--- config.mk ---
export PLATFORM = sky130hd
export DESIGN_NAME = flash_cmd_decoder
export DESIGN_NICKNAME = d
export VERILOG_FILES = /design/src/rtl/flash_cmd_pkg.sv /design/src/rtl/fcd_classify.sv /design/src/rtl/fcd_lock_bank.sv /design/src/rtl/flash_cmd_decoder.sv
export SDC_FILE = /design/constraint.sdc
export NUM_CORES = 1
export LEC_CHECK = 0
export BUFFER_PORTS_ARGS = -buffer_cell sky130_fd_sc_hd__buf_2
export CORE_MARGIN = 3
export CORE_UTILIZATION = 50
export DETAILED_ROUTE_END_ITERATION = 12
export GPL_TIMING_DRIVEN = 1
export MAX_ROUTING_LAYER = met4
export PLACE_DENSITY = 0.83
export SKIP_CTS_REPAIR_TIMING = 1
export SLEW_MARGIN = 20
export SYNTH_ARGS = -nofsm -noshare
export SYNTH_HDL_FRONTEND = slang
export SYNTH_SLANG_ARGS = --single-unit
--- constraint.sdc ---
create_clock -name clk_i -period 7.35 [get_ports clk_i]
set_clock_uncertainty 0.1 [all_clocks]
set_input_delay 1.1025 -clock clk_i [delete_from_list [all_inputs] [get_ports clk_i]]
set_output_delay 1.1025 -clock clk_i [all_outputs]
set_load 0.01 [all_outputs]
--- src/rtl/flash_cmd_pkg.sv ---
package flash_cmd_pkg;
  typedef enum logic [1:0] {RD_ARRAY = 2'd0, RD_IDENT = 2'd1, RD_QUERY = 2'd2, RD_STATUS = 2'd3} rd_sel_e;
  typedef enum logic [2:0] {OP_BERASE = 3'd0, OP_CERASE = 3'd1, OP_PROG = 3'd2,
                            OP_LSET = 3'd3, OP_LCLR = 3'd4} op_kind_e;
  typedef enum logic [3:0] {C_ARRAY, C_IDENT, C_QUERY, C_STATUS, C_CLR, C_SUSP, C_RESUME,
                            C_BERASE, C_CERASE, C_PROG, C_LOCK, C_CFG} cmd_e;
  typedef enum logic [2:0] {P_NONE, P_BERASE, P_CERASE, P_PROG, P_LOCK, P_CFG} pend_e;
  localparam logic [7:0] K_GO   = 8'hD0;
  localparam logic [7:0] K_LSET = 8'h01;
endpackage

--- src/rtl/fcd_classify.sv ---
module fcd_classify
  import flash_cmd_pkg::*;
(
  input  logic [7:0] code_i,
  output cmd_e       cmd_o
);
  always_comb begin
    unique case (code_i)
      8'h90:        cmd_o = C_IDENT;
      8'h98:        cmd_o = C_QUERY;
      8'h70:        cmd_o = C_STATUS;
      8'h50:        cmd_o = C_CLR;
      8'hB0:        cmd_o = C_SUSP;
      8'hD0:        cmd_o = C_RESUME;
      8'h20:        cmd_o = C_BERASE;
      8'h30:        cmd_o = C_CERASE;
      8'h40, 8'h10: cmd_o = C_PROG;
      8'h60:        cmd_o = C_LOCK;
      8'hB8:        cmd_o = C_CFG;
      default:      cmd_o = C_ARRAY;  // FFh and undefined bytes
    endcase
  end
endmodule

--- src/rtl/fcd_lock_bank.sv ---
module fcd_lock_bank #(
  parameter int NBLK  = 32,
  parameter int BLK_W = $clog2(NBLK)
) (
  input  logic             clk_i,
  input  logic             rst_ni,
  input  logic             set_i,
  input  logic             clr_i,
  input  logic [BLK_W-1:0] set_blk_i,
  input  logic [BLK_W-1:0] chk_blk_i,
  output logic             locked_o,
  output logic [NBLK-1:0]  lock_o
);
  for (genvar g = 0; g < NBLK; g++) begin : g_bit
    always_ff @(posedge clk_i or negedge rst_ni) begin
      if (!rst_ni)                                   lock_o[g] <= 1'b0;
      else if (clr_i)                                lock_o[g] <= 1'b0;
      else if (set_i && set_blk_i == BLK_W'(g))      lock_o[g] <= 1'b1;
    end
  end
  assign locked_o = lock_o[chk_blk_i];
endmodule

--- src/rtl/flash_cmd_decoder.sv ---
module flash_cmd_decoder
  import flash_cmd_pkg::*;
#(
  parameter int NBLK  = 32,
  parameter int BLK_W = $clog2(NBLK)
) (
  input  logic             clk_i,
  input  logic             rst_ni,
  input  logic             we_i,
  input  logic [7:0]       data_i,
  input  logic [BLK_W-1:0] blk_i,
  input  logic             wp_i,
  input  logic             vpp_ok_i,
  input  logic             done_i,
  output logic [1:0]       rd_sel_o,
  output logic [7:0]       status_o,
  output logic [1:0]       sts_mode_o,
  output logic [NBLK-1:0]  lock_o,
  output logic [1:0]       hold_o,
  output logic             op_start_o,
  output logic [2:0]       op_kind_o,
  output logic [BLK_W-1:0] op_blk_o,
  output logic [7:0]       op_data_o,
  output logic [NBLK-1:0]  op_mask_o
);
  localparam logic [NBLK-1:0] ONE = {{(NBLK-1){1'b0}}, 1'b1};

  logic       we_q, start_q;
  rd_sel_e    rd_q;
  pend_e      pend_q;
  op_kind_e   kind_q;
  logic [1:0] sts_q;
  logic       e_erase, e_prog, e_vpp, e_lock;
  logic       er_act, er_chip, er_susp, pg_act, pg_susp, lk_act, lk_clr;
  logic [BLK_W-1:0] blk_q;
  logic [7:0]       data_q;
  logic [NBLK-1:0]  mask_q;

  cmd_e cmd;
  logic blk_locked;
  logic acc, busy, vpp_bad, prot_bad;

  fcd_classify u_cls (.code_i(data_i), .cmd_o(cmd));

  fcd_lock_bank #(.NBLK(NBLK), .BLK_W(BLK_W)) u_lock (
    .clk_i, .rst_ni,
    .set_i    (done_i & lk_act & ~lk_clr),
    .clr_i    (done_i & lk_act & lk_clr),
    .set_blk_i(blk_q),
    .chk_blk_i(blk_i),
    .locked_o (blk_locked),
    .lock_o   (lock_o)
  );

  assign acc      = we_i & ~we_q;
  assign busy     = (pg_act & ~pg_susp) | (er_act & ~er_susp) | lk_act;
  assign vpp_bad  = ~vpp_ok_i;
  assign prot_bad = blk_locked & ~wp_i;

  always_ff @(posedge clk_i or negedge rst_ni) begin
    if (!rst_ni) begin
      we_q <= 1'b0; start_q <= 1'b0; rd_q <= RD_ARRAY; pend_q <= P_NONE;
      kind_q <= OP_BERASE; sts_q <= 2'd0;
      e_erase <= 1'b0; e_prog <= 1'b0; e_vpp <= 1'b0; e_lock <= 1'b0;
      er_act <= 1'b0; er_chip <= 1'b0; er_susp <= 1'b0;
      pg_act <= 1'b0; pg_susp <= 1'b0; lk_act <= 1'b0; lk_clr <= 1'b0;
      blk_q <= '0; data_q <= '0; mask_q <= '0;
    end else begin
      we_q    <= we_i;
      start_q <= 1'b0;
      if (done_i) begin
        if (pg_act && !pg_susp)      pg_act <= 1'b0;
        else if (er_act && !er_susp) er_act <= 1'b0;
        else if (lk_act)             lk_act <= 1'b0;
      end
      if (acc) begin
        if (pend_q != P_NONE) begin
          // second cycle of a two-cycle command
          pend_q <= P_NONE;
          rd_q   <= RD_STATUS;
          unique case (pend_q)
            P_BERASE, P_CERASE: begin
              if (data_i != K_GO) begin e_erase <= 1'b1; e_prog <= 1'b1; end
              else if (vpp_bad) begin e_vpp <= 1'b1; e_erase <= 1'b1; end
              else if (pend_q == P_BERASE && prot_bad) begin e_lock <= 1'b1; e_erase <= 1'b1; end
              else begin
                er_act <= 1'b1; er_chip <= (pend_q == P_CERASE); start_q <= 1'b1;
                blk_q  <= blk_i;
                kind_q <= (pend_q == P_CERASE) ? OP_CERASE : OP_BERASE;
                mask_q <= (pend_q == P_CERASE) ? (wp_i ? '1 : ~lock_o) : (ONE << blk_i);
              end
            end
            P_PROG: begin
              if (vpp_bad)       begin e_vpp <= 1'b1; e_prog <= 1'b1; end
              else if (prot_bad) begin e_lock <= 1'b1; e_prog <= 1'b1; end
              else begin
                pg_act <= 1'b1; start_q <= 1'b1; kind_q <= OP_PROG;
                blk_q <= blk_i; data_q <= data_i; mask_q <= '0;
              end
            end
            P_LOCK: begin
              if (data_i == K_LSET) begin
                if (vpp_bad) begin e_vpp <= 1'b1; e_prog <= 1'b1; end
                else begin
                  lk_act <= 1'b1; lk_clr <= 1'b0; start_q <= 1'b1;
                  kind_q <= OP_LSET; blk_q <= blk_i; mask_q <= '0;
                end
              end else if (data_i == K_GO) begin
                if (vpp_bad)    begin e_vpp <= 1'b1; e_erase <= 1'b1; end
                else if (!wp_i) begin e_lock <= 1'b1; e_erase <= 1'b1; end
                else begin
                  lk_act <= 1'b1; lk_clr <= 1'b1; start_q <= 1'b1;
                  kind_q <= OP_LCLR; mask_q <= '0;
                end
              end else begin e_erase <= 1'b1; e_prog <= 1'b1; end
            end
            P_CFG: begin
              if (data_i[7:2] == 6'd0) sts_q <= data_i[1:0];
              else begin e_erase <= 1'b1; e_prog <= 1'b1; end
            end
            default: ;
          endcase
        end else if (busy) begin
          if (cmd == C_SUSP) begin
            if (pg_act && !pg_susp) begin pg_susp <= 1'b1; rd_q <= RD_STATUS; end
            else if (er_act && !er_susp && !er_chip) begin er_susp <= 1'b1; rd_q <= RD_STATUS; end
          end
        end else if (pg_susp) begin
          unique case (cmd)
            C_ARRAY:  rd_q <= RD_ARRAY;
            C_STATUS: rd_q <= RD_STATUS;
            C_RESUME: begin pg_susp <= 1'b0; rd_q <= RD_STATUS; end
            default: ;
          endcase
        end else if (er_susp) begin
          unique case (cmd)
            C_ARRAY:  rd_q <= RD_ARRAY;
            C_STATUS: rd_q <= RD_STATUS;
            C_PROG:   begin pend_q <= P_PROG; rd_q <= RD_STATUS; end
            C_RESUME: begin er_susp <= 1'b0; rd_q <= RD_STATUS; end
            default: ;
          endcase
        end else begin
          unique case (cmd)
            C_ARRAY:  rd_q <= RD_ARRAY;
            C_IDENT:  rd_q <= RD_IDENT;
            C_QUERY:  rd_q <= RD_QUERY;
            C_STATUS: rd_q <= RD_STATUS;
            C_CLR:    begin e_erase <= 1'b0; e_prog <= 1'b0; e_vpp <= 1'b0; e_lock <= 1'b0; end
            C_BERASE: begin pend_q <= P_BERASE; rd_q <= RD_STATUS; end
            C_CERASE: begin pend_q <= P_CERASE; rd_q <= RD_STATUS; end
            C_PROG:   begin pend_q <= P_PROG;   rd_q <= RD_STATUS; end
            C_LOCK:   begin pend_q <= P_LOCK;   rd_q <= RD_STATUS; end
            C_CFG:    begin pend_q <= P_CFG;    rd_q <= RD_STATUS; end
            default: ;
          endcase
        end
      end
    end
  end

  assign rd_sel_o   = rd_q;
  assign status_o   = {~busy, er_susp, e_erase, e_prog, e_vpp, pg_susp, e_lock, 1'b0};
  assign sts_mode_o = sts_q;
  assign hold_o     = {pg_susp, er_susp};
  assign op_start_o = start_q;
  assign op_kind_o  = kind_q;
  assign op_blk_o   = blk_q;
  assign op_data_o  = data_q;
  assign op_mask_o  = mask_q;
endmodule

==> key figures <==
Status
  – Outcome: finished, final reports clean

Global routing
  – First-pass GRT wire length: 27,100 um
  – Pin count of the biggest net entering global routing: 77
  – Grt total ovfl: 0
  – Initial antenna violation count: 0
  – Total track usage: 27.1%
  – Vias in the first global route: 5,185

Drt
  – Final wirelength: 16,600 um
  – Post-DRT Antenna Nets: 0
  – DR iter-0 viols: 717
  – DR pass1 iterations: 5
  – DR WL/cell: 19.9 um
  – Via count: 5,289
  – Number of vias per cell: 6.34
  – Drc violations: 0

Synthesis
  – Asr flop ratio synth: 100%
  – Sequential share of the synthesized area: 43.7%
  – Post-Syn Instances: 617
  – Post-Synthesis Cell Area: 5730 um2
  – Main flop type after synthesis: dfrtp_1
  – EDFF count, synth: 0
  – Distinct cells, synth: 70
  – YS warnings: 0
  – Post-Syn Nets: 636
  – Syn avg cell area: 9.29 um2
  – Yosys reg bits: 100

Finish
  – Layout cells sized above 1: 24.5%
  – Final instance area: 6540 um2
  – NumNets Final: 708
  – # diodes: 0
  – Post-layout util: 59.3%
  – Area Growth Syn to Fin: 14.0%

Floorplan
  – # IOs: 114
  – Row Count: 38
  – Height of the chip: 113 um
  – Die Wd: 113 um
  – Core Footprint: 11,000 um2
  – Initial Util: 52.0%
  – Die area: 12,800 um2

Power
  – Lkg Pwr: 3.14 nW
  – Total power: 0.00121 W
  – P_sw: 0.000319 W
  – Combinational share of power: 11.1%
  – Clk network pwr share: 41.0%
  – PwrDens: 185 nW/um2
  – P_int: 0.000892 W
  – Sw Ratio: 26.3%
  – Max VDD drop: 0.000204 V
  – Flop pwr share: 47.9%

STA
  – Hold Worst Slack: 393 ps
  – Final hold vios: 0
  – Slew margin rel.: 30.9%
  – Fmax: 277 MHz
  – Tmin final: 3610 ps
  – Worst-Margin Slew: 1030 ps
  – Max Slew Vio Count: 0
  – RSZ-0062 raised after global routing: no
  – Post-Route Setup TNS: 0 ps
  – Period Utilization, post-route: 49.2%
  – Final setup fails: 0

Worst setup path
  – Reg2reg start: u_lock.lock_o[17]$_DFFE_PN0P_
  – Worst reg-to-reg setup slack: 4510 ps
  – Worst-path fanout max: 36
  – Setup CP Type: in2reg
  – Reg2Reg Depth: 6
  – Arrival @ worst endpoint: 3700 ps
  – Critical Path Start Type: input pin
  – CP Capture Type: register
  – RR Endpoint: op_mask_o[11]$_DFFE_PN0P_
  – Worst path required time: 7440 ps

Clock tree
  – Clock root buffer: clkbuf_16
  – Clk slew on worst S/H paths: 70 ps
  – CTS tree: done
  – H-tree depth: 3
  – Worst skew pair latency: 350 ps
  – Clock buffer depth: 2
  – Total CTS buffers: 9
  – Clock Sinks: 100

Place
  – Port bufs: 112
  – Placed Area: 6220 um2
  – Gpl congestion: 0.933
  – Post-detail-place hpwl: 11,900 um

Hold path
  – Hold endpoint: e_prog$_DFFE_PN0P_
  – HP Class: reg2reg
  – Worst hold start: e_prog$_DFFE_PN0P_
  – Hold Crit Depth: 1

Flow run
  – Max Cap Viol: 0
==> power groups by stage <==
stage | Clock (W) | Sequential, W | Combinational [W]
6_report | 0.000497 | 0.000581 | 0.000134
4_1_cts | 0.000505 | 0.000580 | 0.000134
3_5_place_dp | 0 | 0.000591 | 0.000133
3_3_place_gp | 0 | 0.000590 | 0.000130
5_1_grt | 0.000526 | 0.000583 | 0.000148
2_1_floorplan | 0 | 0.000584 | 0.0000992
==> Yosys cell counts (3+ instances only) <==
library cell    n  area, um2
nor3_1         19       95.1
o31ai_1         4       30.0
and3_1          3       18.8
nand3_1        11       55.1
o21ai_0        31        155
mux2_2          9        101
clkbuf_1       33        124
nand4_1         4       25.0
a22o_1         11       96.3
o21a_1          4       30.0
nand2b_1        9       56.3
nor2_1         47        176
and2_1          5       31.3
o211a_1         3       30.0
mux2_4          8        120
or4_1           3       22.5
mux4_1          5        131
inv_1          46        173
a31oi_1        13       81.3
a32o_1          9       90.1
nor4_1         11       68.8
or3_1           6       37.5
buf_2           4       20.0
o22ai_1        33        206
buf_4          12       90.1
o2111ai_1       6       52.6
dfrtp_1       100       2500
nand2_1        41        154
a21oi_1        61        305
nor2b_1        11       68.8
==> cells by family after synthesis <==
| kind of cell | count (synthesis) | synth area share (%) |
|---|---|---|
| xor+xnor | 2 | 0.306 |
| other cells | 1 | 0.0654 |
| fa+ha+maj | 1 | 0.175 |
| buf+inv | 99 | 7.62 |
| simple gates | 181 | 15.8 |
| compound gates | 207 | 25.1 |
| flops | 100 | 43.7 |
| mux | 26 | 7.29 |
==> per-layer routing <==
layer	up-vias	routed length (um)	track usage, %
met2	289	8270	42.8
met5	-	0	-
met1	2575	6800	35.5
met4	0	282	7.85
met3	30	1270	5.99
li1	2395	-	-
==> worst max path at each step <==
stage / from / endpoint / slack [ps] / cells past startpoint
6_report: blk_i[0] / op_mask_o[11]$_DFFE_PN0P_ / 3740 / 7
3_3_place_gp: blk_i[0] / op_mask_o[18]$_DFFE_PN0P_ / 3530 / 7
4_1_cts: blk_i[0] / op_mask_o[11]$_DFFE_PN0P_ / 3740 / 7
3_5_place_dp: blk_i[0] / op_mask_o[4]$_DFFE_PN0P_ / 3360 / 7
5_1_grt: blk_i[0] / op_kind_o[2]$_DFFE_PN0P_ / 3510 / 7
2_1_floorplan: data_i[0] / rd_sel_o[0]$_DFFE_PN0P_ / 4190 / 7
==> final cells by class <==
| type | count | area (um2) |
|---|---|---|
| tap | 140 | 175 |
| clock buffer | 11 | 253 |
| fill | 958 | 4490 |
| clock inverter | 5 | 57.6 |
| timing repair buffer | 114 | 578 |
| multi-input combinational | 418 | 2800 |
| inverter | 46 | 173 |
| sequential | 100 | 2500 |
==> state kept, by name, summed over array words and instances (netlist names), 2 cells and up <==
name / cells
op_kind_o: 3
op_mask_o: 32
u_lock.lock_o: 32
op_data_o: 8
sts_mode_o: 2
rd_sel_o: 2
op_blk_o: 5
pend_q: 3
==> worst max-delay path: stages <==
cell      delay, ps
buf_2           370
mux4_1          600
o21ai_0         280
o221a_2         250
o211ai_1        130
a21oi_4         770
o22ai_1         190
==> per-stage QoR <==
step	std cells	setup WS, ps
CTS	834	3740
global placement	818	3530
global route	834	3510
floorplan	617	4190
detailed placement	818	3360
finish	834	3740
==> placed cells by master (no fill, tap or decap), drive strengths merged, types with 11 or more instances in the layout <==
master,synthesis,routed
a21oi,62,62
nor2,47,47
nor4,11,11
inv,46,48
nand2,42,42
o22ai,35,35
dfrtp,100,100
mux2,17,17
a31oi,13,13
buf,20,114
clkbuf,33,11
nand3,11,11
nor3,20,20
o21ai,33,33
nor2b,11,11
a22o,11,11
Power figures use the tool's default switching activity.
